--- src/rtl/uart_rx_pkg.sv ---
package uart_rx_pkg;
  localparam int DATA_W = 8;

  typedef enum logic [2:0] {
    ST_IDLE,
    ST_START,
    ST_DATA,
    ST_PAR,
    ST_STOP1,
    ST_STOP2
  } rx_state_t;

  // number of data bits for a word length code
  function automatic int unsigned word_bits(input logic [1:0] code);
    return 32'd5 + {30'd0, code};
  endfunction

  // 1 when received data plus parity disagree with the programmed sense
  function automatic logic parity_bad(input logic [DATA_W-1:0] d,
                                      input logic p, input logic odd);
    return (^d) ^ p ^ odd;
  endfunction
endpackage

--- src/rtl/uart_rx_sync.sv ---
module uart_rx_sync #(
  parameter int STAGES = 2
) (
  input  logic clk,
  input  logic rst_n,
  input  logic din,
  output logic dout
);
  logic [STAGES-1:0] chain;

  generate
    for (genvar i = 0; i < STAGES; i++) begin : g_stage
      if (i == 0) begin : g_first
        always_ff @(posedge clk or negedge rst_n)
          if (!rst_n) chain[0] <= 1'b1;
          else        chain[0] <= din;
      end else begin : g_next
        always_ff @(posedge clk or negedge rst_n)
          if (!rst_n) chain[i] <= 1'b1;
          else        chain[i] <= chain[i-1];
      end
    end
  endgenerate

  assign dout = chain[STAGES-1];
endmodule

--- src/rtl/uart_rx_frame.sv ---
module uart_rx_frame
  import uart_rx_pkg::*;
#(
  parameter int OSR = 16
) (
  input  logic              clk,
  input  logic              rst_n,
  input  logic              tick,
  input  logic              rx,
  input  logic [1:0]        wlen,
  input  logic              par_en,
  input  logic              stop2,
  output logic              done,
  output logic [DATA_W-1:0] data,
  output logic              pbit,
  output logic              stop_bad,
  output logic              any_one
);
  localparam int CW   = $clog2(OSR);
  localparam int HALF = OSR / 2;
  localparam int BW   = $clog2(DATA_W);

  rx_state_t         st;
  logic [CW-1:0]     cnt;
  logic [BW-1:0]     bidx;
  logic [DATA_W-1:0] sh;
  logic              pb, sbad, one;
  logic              at_sample, last_stop, last_bit;

  assign at_sample = tick && ((st == ST_START) ? (cnt == CW'(HALF - 1))
                                               : (cnt == CW'(OSR - 1)));
  assign last_stop = (st == ST_STOP1 && !stop2) || (st == ST_STOP2);
  assign last_bit  = ({{(32-BW){1'b0}}, bidx} == word_bits(wlen) - 32'd1);

  assign done     = at_sample && last_stop;
  assign data     = sh;
  assign pbit     = pb;
  assign stop_bad = sbad | ~rx;
  assign any_one  = one | rx;

  always_ff @(posedge clk or negedge rst_n) begin
    if (!rst_n) begin
      st   <= ST_IDLE;
      cnt  <= '0;
      bidx <= '0;
      sh   <= '0;
      pb   <= 1'b0;
      sbad <= 1'b0;
      one  <= 1'b0;
    end else if (tick) begin
      if (st == ST_IDLE) begin
        if (!rx) begin
          st   <= ST_START;
          cnt  <= '0;
          bidx <= '0;
          sh   <= '0;
          pb   <= 1'b0;
          sbad <= 1'b0;
          one  <= 1'b0;
        end
      end else if (!at_sample) begin
        cnt <= cnt + 1'b1;
      end else begin
        cnt <= '0;
        unique case (st)
          ST_START: st <= rx ? ST_IDLE : ST_DATA;
          ST_DATA: begin
            sh[bidx] <= rx;
            one      <= one | rx;
            if (last_bit) st <= par_en ? ST_PAR : ST_STOP1;
            else          bidx <= bidx + 1'b1;
          end
          ST_PAR: begin
            pb  <= rx;
            one <= one | rx;
            st  <= ST_STOP1;
          end
          ST_STOP1: begin
            sbad <= ~rx;
            one  <= one | rx;
            st   <= stop2 ? ST_STOP2 : ST_IDLE;
          end
          ST_STOP2: st <= ST_IDLE;
          default:  st <= ST_IDLE;
        endcase
      end
    end
  end
endmodule

--- src/rtl/uart_rx_buf.sv ---
module uart_rx_buf
  import uart_rx_pkg::*;
(
  input  logic              clk,
  input  logic              rst_n,
  input  logic              done,
  input  logic [DATA_W-1:0] din,
  input  logic              pbit,
  input  logic              stop_bad,
  input  logic              any_one,
  input  logic              par_en,
  input  logic              par_odd,
  input  logic              rd_stb,
  output logic [DATA_W-1:0] rx_data,
  output logic              data_rdy,
  output logic              err_ovr,
  output logic              err_frm,
  output logic              err_par,
  output logic              brk_det
);
  logic load;
  assign load = done && (!data_rdy || rd_stb);

  always_ff @(posedge clk or negedge rst_n) begin
    if (!rst_n) begin
      rx_data  <= '0;
      data_rdy <= 1'b0;
      err_ovr  <= 1'b0;
      err_frm  <= 1'b0;
      err_par  <= 1'b0;
      brk_det  <= 1'b0;
    end else begin
      if (load) rx_data <= din;
      if (load)        data_rdy <= 1'b1;
      else if (rd_stb) data_rdy <= 1'b0;
      err_ovr <= done && data_rdy && !rd_stb;
      err_frm <= done && stop_bad;
      err_par <= done && par_en && parity_bad(din, pbit, par_odd);
      brk_det <= done && !any_one;
    end
  end
endmodule

--- src/rtl/uart_rx_brk.sv ---
module uart_rx_brk
  import uart_rx_pkg::*;
#(
  parameter int OSR         = 16,
  parameter int SYNC_STAGES = 2
) (
  input  logic              clk,
  input  logic              rst_n,
  input  logic              rx_in,
  input  logic              tick16,
  input  logic [1:0]        wlen,
  input  logic              par_en,
  input  logic              par_odd,
  input  logic              stop2,
  input  logic              rd_stb,
  output logic [DATA_W-1:0] rx_data,
  output logic              data_rdy,
  output logic              err_ovr,
  output logic              err_frm,
  output logic              err_par,
  output logic              brk_det
);
  logic              rx_s;
  logic              frame_done;
  logic [DATA_W-1:0] frame_data;
  logic              frame_pbit, frame_sbad, frame_one;

  uart_rx_sync #(.STAGES(SYNC_STAGES)) u_sync (
    .clk(clk), .rst_n(rst_n), .din(rx_in), .dout(rx_s)
  );

  uart_rx_frame #(.OSR(OSR)) u_frame (
    .clk(clk), .rst_n(rst_n), .tick(tick16), .rx(rx_s),
    .wlen(wlen), .par_en(par_en), .stop2(stop2),
    .done(frame_done), .data(frame_data), .pbit(frame_pbit),
    .stop_bad(frame_sbad), .any_one(frame_one)
  );

  uart_rx_buf u_buf (
    .clk(clk), .rst_n(rst_n), .done(frame_done), .din(frame_data),
    .pbit(frame_pbit), .stop_bad(frame_sbad), .any_one(frame_one),
    .par_en(par_en), .par_odd(par_odd), .rd_stb(rd_stb),
    .rx_data(rx_data), .data_rdy(data_rdy), .err_ovr(err_ovr),
    .err_frm(err_frm), .err_par(err_par), .brk_det(brk_det)
  );
endmodule

--- config.mk ---
export PLATFORM = sky130hd
export DESIGN_NAME = uart_rx_brk
export DESIGN_NICKNAME = d
export VERILOG_FILES = /design/src/rtl/uart_rx_pkg.sv /design/src/rtl/uart_rx_sync.sv /design/src/rtl/uart_rx_frame.sv /design/src/rtl/uart_rx_buf.sv /design/src/rtl/uart_rx_brk.sv
export SDC_FILE = /design/constraint.sdc
export NUM_CORES = 1
export LEC_CHECK = 0
export ABC_AREA = 1
export BUFFER_PORTS_ARGS = -buffer_cell sky130_fd_sc_hd__buf_2
export CORE_MARGIN = 2
export CORE_UTILIZATION = 49
export CTS_BUF_LIST = sky130_fd_sc_hd__clkbuf_16
export CTS_CLUSTER_DIAMETER = 40
export DETAILED_ROUTE_END_ITERATION = 10
export PLACE_DENSITY_LB_ADDON = 0.3
export SLEW_MARGIN = 10
export SYNTH_ARGS = -nofsm -noshare
export SYNTH_HDL_FRONTEND = slang
export SYNTH_HIERARCHICAL = 1
export SYNTH_SLANG_ARGS = --single-unit
--- constraint.sdc ---
create_clock -name clk -period 2.3 [get_ports clk]
set_input_delay 0.23 -clock clk [delete_from_list [all_inputs] [get_ports clk]]
set_output_delay 0.23 -clock clk [all_outputs]
set_load 0.01 [all_outputs]
======== After elaboration in Yosys (flattened, before gate mapping) ========
Index checks and enable logic that the tools add are counted.
word-level totals
  register bits ........................... 36
  bits of input ports ..................... 10
  output and inout port bits .............. 13
  logic and storage cells ................. 106
operators by class
  $add $sub $neg .......................... 4
  magnitude comparators ................... 2
  eq/ne operators ......................... 11
  mux-type cells .......................... 36
  bitwise operators ....................... 5
  reduce and logical (&&, ||, !) cells .... 33
operators by type and width
  operator               number
  $mux 3                 11
  $eq 3x32->1            1
  $mux 8                 4
  $sub 32x1->32 const B  1
  $reduce_and 4->1       5
  $mux 1                 14
  $mux 4                 3
  $pmux 3 s4             1
  $reduce_bool 2->1      6
  $logic_and 1x1->1      11
  $bwmux 8               1
  $reduce_xor 8->1       1
  $eq 3x2->1 const B     2
  $eq 3x3->1 const B     2
  $reduce_and 5->1       1
  $add 3x2->4 const A    1
  $add 4x1->4 const B    1
  $eq 4x3->1 const B     1
  $eq 4x4->1 const B     1
  $logic_not 1->1        4
  $lt 3x4->1 const B     1
  $ne 2x2->1 const B     2
  $add 3x1->3 const B    1
  $demux 1 s3            1
  11 further kinds       14

======== Logic depth before layout (Yosys ltp) ========
  depth after elaboration ................. 8
  mapped depth ............................ 9
  depth with buffers taken out ............ 9

======== Hierarchy ========
Netlist, hierarchy kept.
modules (own cells, without submodules)
  module         instances  cells an instance  area an instance (um2)  seq. area each (um2)
  uart_rx_frame  1          183                1342.5                  525.5
  uart_rx_buf    1          68                 633.1                   325.3
  uart_rx_sync   1          2                  52.6                    52.6

======== Worst setup path after synthesis ========
OpenSTA, ideal clock, no wires.
  path kind ............................... register -> register
  start ................................... reg u_frame.cnt[1]
  end ..................................... reg u_buf.rx_data[2]
  setup time .............................. 0.125 ns
  data arrival time ....................... 1.724 ns
  required time ........................... 2.175 ns
  path slack .............................. 0.451 ns
  cell stages (with the launch flop) ...... 9
  path buffers ............................ 1
  period minus slack after synthesis ...... 1.849 ns
  cell sequence ........................... dfrtp_1 ha_1 nand2_1 nor2_1 nand3_2 a211oi_1 nand2_2 buf_6 mux2_4
on the way
  longest elaborated chain between the ends .. 5
  elaborated cells on any way between the ends .. 6
  classes of those cells .................. eq/ne: 2; mux: 1; reduce/logical: 3
ends and longest elaborated chain
  what                                             line                                      RTL
  from (decl)                                      uart_rx_frame.sv:24                       logic [CW-1:0] cnt;
  from (signal assigned)                           uart_rx_frame.sv:62                       cnt <= cnt + 1'b1;
  $eq 4x4->1 / $eq 4x3->1 (equally long branches)  uart_rx_frame.sv:31, uart_rx_frame.sv:30
  $mux 1 *                                         uart_rx_frame.sv:30                       assign at_sample = tick && ((st == ST_START) ? (cnt == CW'(HALF - 1))
  $logic_and 1x1->1 *                              uart_rx_frame.sv:30
  $logic_and 1x1->1 *                              uart_rx_frame.sv:35                       assign done = at_sample && last_stop;
  named net frame_done                             uart_rx_brk.sv:24                         logic frame_done;
  $logic_and 1x1->1 *                              uart_rx_buf.sv:22                         assign load = done && (!data_rdy || rd_stb);
  to (signal assigned)                             uart_rx_buf.sv:33                         if (load) rx_data <= din;
  to (decl)                                        uart_rx_buf.sv:14                         output logic [DATA_W-1:0] rx_data,
Mark *: on every way through the listed nets, which the timed path passes. The rest lies on a longest branch.
A chain may end at the register's enable or synchronous reset.

======== Final worst setup path ========
Same ends and word-level chain as after synthesis.

==> out/results.tsv <==
stage	metric	value	unit
outcome	status	finished clean	
cts	worst-skew pair later-pin latency	0.27	ns
cts	clk slew on worst S/H paths	0.05	ns
cts	CTS H-tree lvls	2	
drt	initial drt markers	123	
floorplanning	Die Y	68.3	um
worst_setup_path	WP data required	2.46	ns
worst_setup_path	kind of critical path	flop to flop	
finish	area growth from synthesis to layout	13.3	%
sta	Final Max Tran Viols	0	
grt	largest net degree at the start of global routing	37	
worst_setup_path	number of buffers and inverters on the critical path	1	
drt	Avg Vias per Cell	5.20	
finish	fin util	0.574	
logic_synthesis	Synth top area share	0.419	
worst_setup_path	cell at the slowest stage of the critical path	dfrtp_1	
floorplanning	Initial Utilization	0.507	
drt	via count	1700	
worst_setup_path	crit end category	flop	
logic_synthesis	Yosys reg bits	36	
worst_setup_path	worst path cell trace	ha_1 -> nand2_1 -> nor2_1 -> nand3_2 -> a211oi_1 -> buf_4 -> nand2_2 -> mux2_4	
power	pwr dens	1080	nW/um^2
logic_synthesis	top cells by area, synth	dfrtp_1 42%, nand2_1 12%, nand4_1 7.1%	
sta	Worst Setup Slack, final	0.461	ns
sta	Post-Route Skew	0.00253	ns
worst_setup_path	max incr delay on CP	0.36	ns
cts	CTS tree	yes	
worst_setup_path	Crit path max-delay family	simple AND/OR/NAND/NOR gates	
logic_synthesis	Syn. warnings	6	
drt	Post-DRT Antenna Nets	0	
sta	Setup violations, final	0	
cts	Max Root-Sink Buffers	2	
power	Design Power	2.47	mW
place	Placer Congestion	0.836	
finish	fraction of layout instances using a drive strength above 1	0.202	
sta	period utilisation layout	0.800	
sta	Peak Freq	0.544	GHz
drt	WL final	3.97	mm
sta	Setup TNS	0	ns
floorplanning	die width	68.3	um
grt	GRT busiest layer	met2	
power	maximum VDD drop	0.000444	V
cts	CTS resizes	0	
logic_synthesis	syn_nets	265	
logic_synthesis	sequential share of the synthesized area	0.445	
logic_synthesis	Gate Count Post-Synth	253	
worst_setup_path	crit-path max FO	12	
finish	fillers	384	
sta	Max transition margin	0.477	
floorplanning	Site Rows	23	
logic_synthesis	number of flops mapped to enable cells by yosys	0	
place	DP Worst Slack	0.460	ns
floorplanning	Core Footprint	4000	um^2
logic_synthesis	asr flop ratio synth	1.00	
cts	# hold bufs at CTS	0	
finish	Layout Nets	288	
drt	drt drc	0	
cts	total CTS buffers	5	
grt	met2 Usage GRT	0.325	
flow_run	max_cap viols	0	
worst_setup_path	critical path launch point type	flop	
grt	total global routing overflow	0	
logic_synthesis	post-synth cell types	32	
sta	Worst Tran Pin Value	0.784	ns
grt	GR Util All Layers	0.200	
grt	vias in the first global route	1573	
floorplanning	die area	4670	um^2
logic_synthesis	Main synth FF type	dfrtp_1	
grt	met1 track demand over resource	0.263	
cts	Post-CTS Setup Repair Bufs	0	
sta	unrepaired setup endpoints after global routing	false	
finish	Final Instance Count excl. Fillers	327	
grt	global-route wire length before repair	6.89	mm
place	number of port buffers	22	
logic_synthesis	Synth area leader	dfrtp_1	
min_path	Hold Crit Class	input pin to asynchronous set/reset pin	
logic_synthesis	most frequent cell after synthesis	nand2_1	
place	Detailed Place HPWL	2.91	mm
grt	met3 usage	0.0493	
power	Leak	1.25	nW
cts	Root Driver	clkbuf_16	
worst_setup_path	Worst R2R Path Depth	8	
place	Placed Cells incl. Taps	319	
worst_setup_path	Critical Path AT	2.00	ns
logic_synthesis	Netlist Area Pre-Place	2030	um^2
floorplanning	io pins	23	
cts	clk sink count	36	
drt	drt first pass iters	4	
drt	post-DR wirelength/cell	12.1	um
logic_synthesis	Post-Syn Area per Cell	8.02	um^2
sta	final hold viol count	0	
finish	ant diodes	0	
sta	fin crit period	1.84	ns
logic_synthesis	synth cell count leaders	67 x nand2_1, 34 x dfrtp_1, 33 x inv_1, 23 x nand4_1, 17 x nand3_1	
worst_setup_path	Worst path depth	8	
grt	antenna violations before repair	0	
-- final cells by class --
type                    instances  area (um^2)  share of cell area
flip-flops and latches         36          903               0.393
clock inverters                 3         11.3             0.00490
repair buffers                 24          125              0.0545
inverters                      36          135              0.0588
multi-input cells             173          935               0.407
well taps                      50         62.6              0.0272
clock buffers                   5          125              0.0545
-- where the power goes --
group	total [mW]	internal [mW]	switching [mW]	leakage (nW)
Combinational	0.995	0.306	0.689	0.687
Clock	0.623	0.389	0.234	0.0738
Sequential	0.855	0.739	0.116	0.485
Total	2.47	1.43	1.04	1.25
-- registers in the layout, summed over array words and instances, names as in the netlist --
| signal | count |
|---|---|
| u_sync/chain | 1 |
| u_buf/err_par | 1 |
| u_frame/st | 3 |
| u_buf/rx_data | 8 |
| u_frame/pbit | 1 |
| u_frame/bidx | 3 |
| u_buf/err_ovr | 1 |
| u_buf/brk_det | 1 |
| u_frame/one | 1 |
| u_buf/err_frm | 1 |
| u_buf/data_rdy | 1 |
| u_frame/cnt | 4 |
| u_frame/data | 8 |
| u_frame/sbad | 1 |
| u_sync/dout | 1 |
-- layer usage --
| layer | vias up | share of wire |
|---|---|---|
| met4 | 0 | 0.0073 |
| met5 | - | 0 |
| li1 | 870 | - |
| met3 | 4 | 0.041 |
| met1 | 782 | 0.47 |
| met2 | 44 | 0.48 |
-- stage by stage --
stage / hold WS [ns] / area, um^2
global route: 0.0497 / 2300
detailed placement: 0.336 / 2160
floorplan: -0.0656 / 2030
finish: 0.0381 / 2300
CTS: 0.0434 / 2300
global placement: 0.336 / 2160
-- worst paths after layout --
path,endpoint,slack [ns],from
hold / removal,u_buf/rx_data[4]$_DFFE_PN0P_,0.04,rst_n
min in group clk,u_sync/chain[0]$_DFF_PN1_,0.05,rx_in
setup / recovery,u_buf/rx_data[2]$_DFFE_PN0P_,0.46,u_frame/cnt[1]$_DFFE_PN0P_
hold reg to reg,u_sync/dout$_DFF_PN1_,0.35,u_sync/chain[0]$_DFF_PN1_
max in group asynchronous,u_frame/cnt[3]$_DFFE_PN0P_,1.77,rst_n
setup reg to reg,u_buf/rx_data[2]$_DFFE_PN0P_,0.46,u_frame/cnt[1]$_DFFE_PN0P_
-- kinds of logic (layout without fill, tap and decap cells) --
family | count (synthesis) | count (layout) | share of synthesized area
AOI/OAI and AO/OA | 26 | 26 | 0.0765
xor gates and xnor gates | 5 | 5 | 0.0216
adders and majority gates | 2 | 2 | 0.0123
buffers and inverters | 44 | 68 | 0.0938
DFF | 36 | 36 | 0.445
muxes | 4 | 4 | 0.0259
and+or+nand+nor | 136 | 136 | 0.324
-- placed cells by master (no fill, tap or decap), types with 3 or more instances in the layout --
master / synthesis / layout
xnor2_1: 4 / 4
dfrtp_1: 34 / 34
nor2_1: 13 / 13
buf_2: 2 / 22
a21oi_1: 5 / 5
nand3_1: 17 / 17
nand2_2: 7 / 7
clkbuf_16: 0 / 5
nand4_1: 23 / 23
o21ai_0: 14 / 14
nand2_1: 67 / 67
inv_1: 33 / 35
inv_2: 3 / 3
Note: power is estimated with default switching activity, not from simulation.
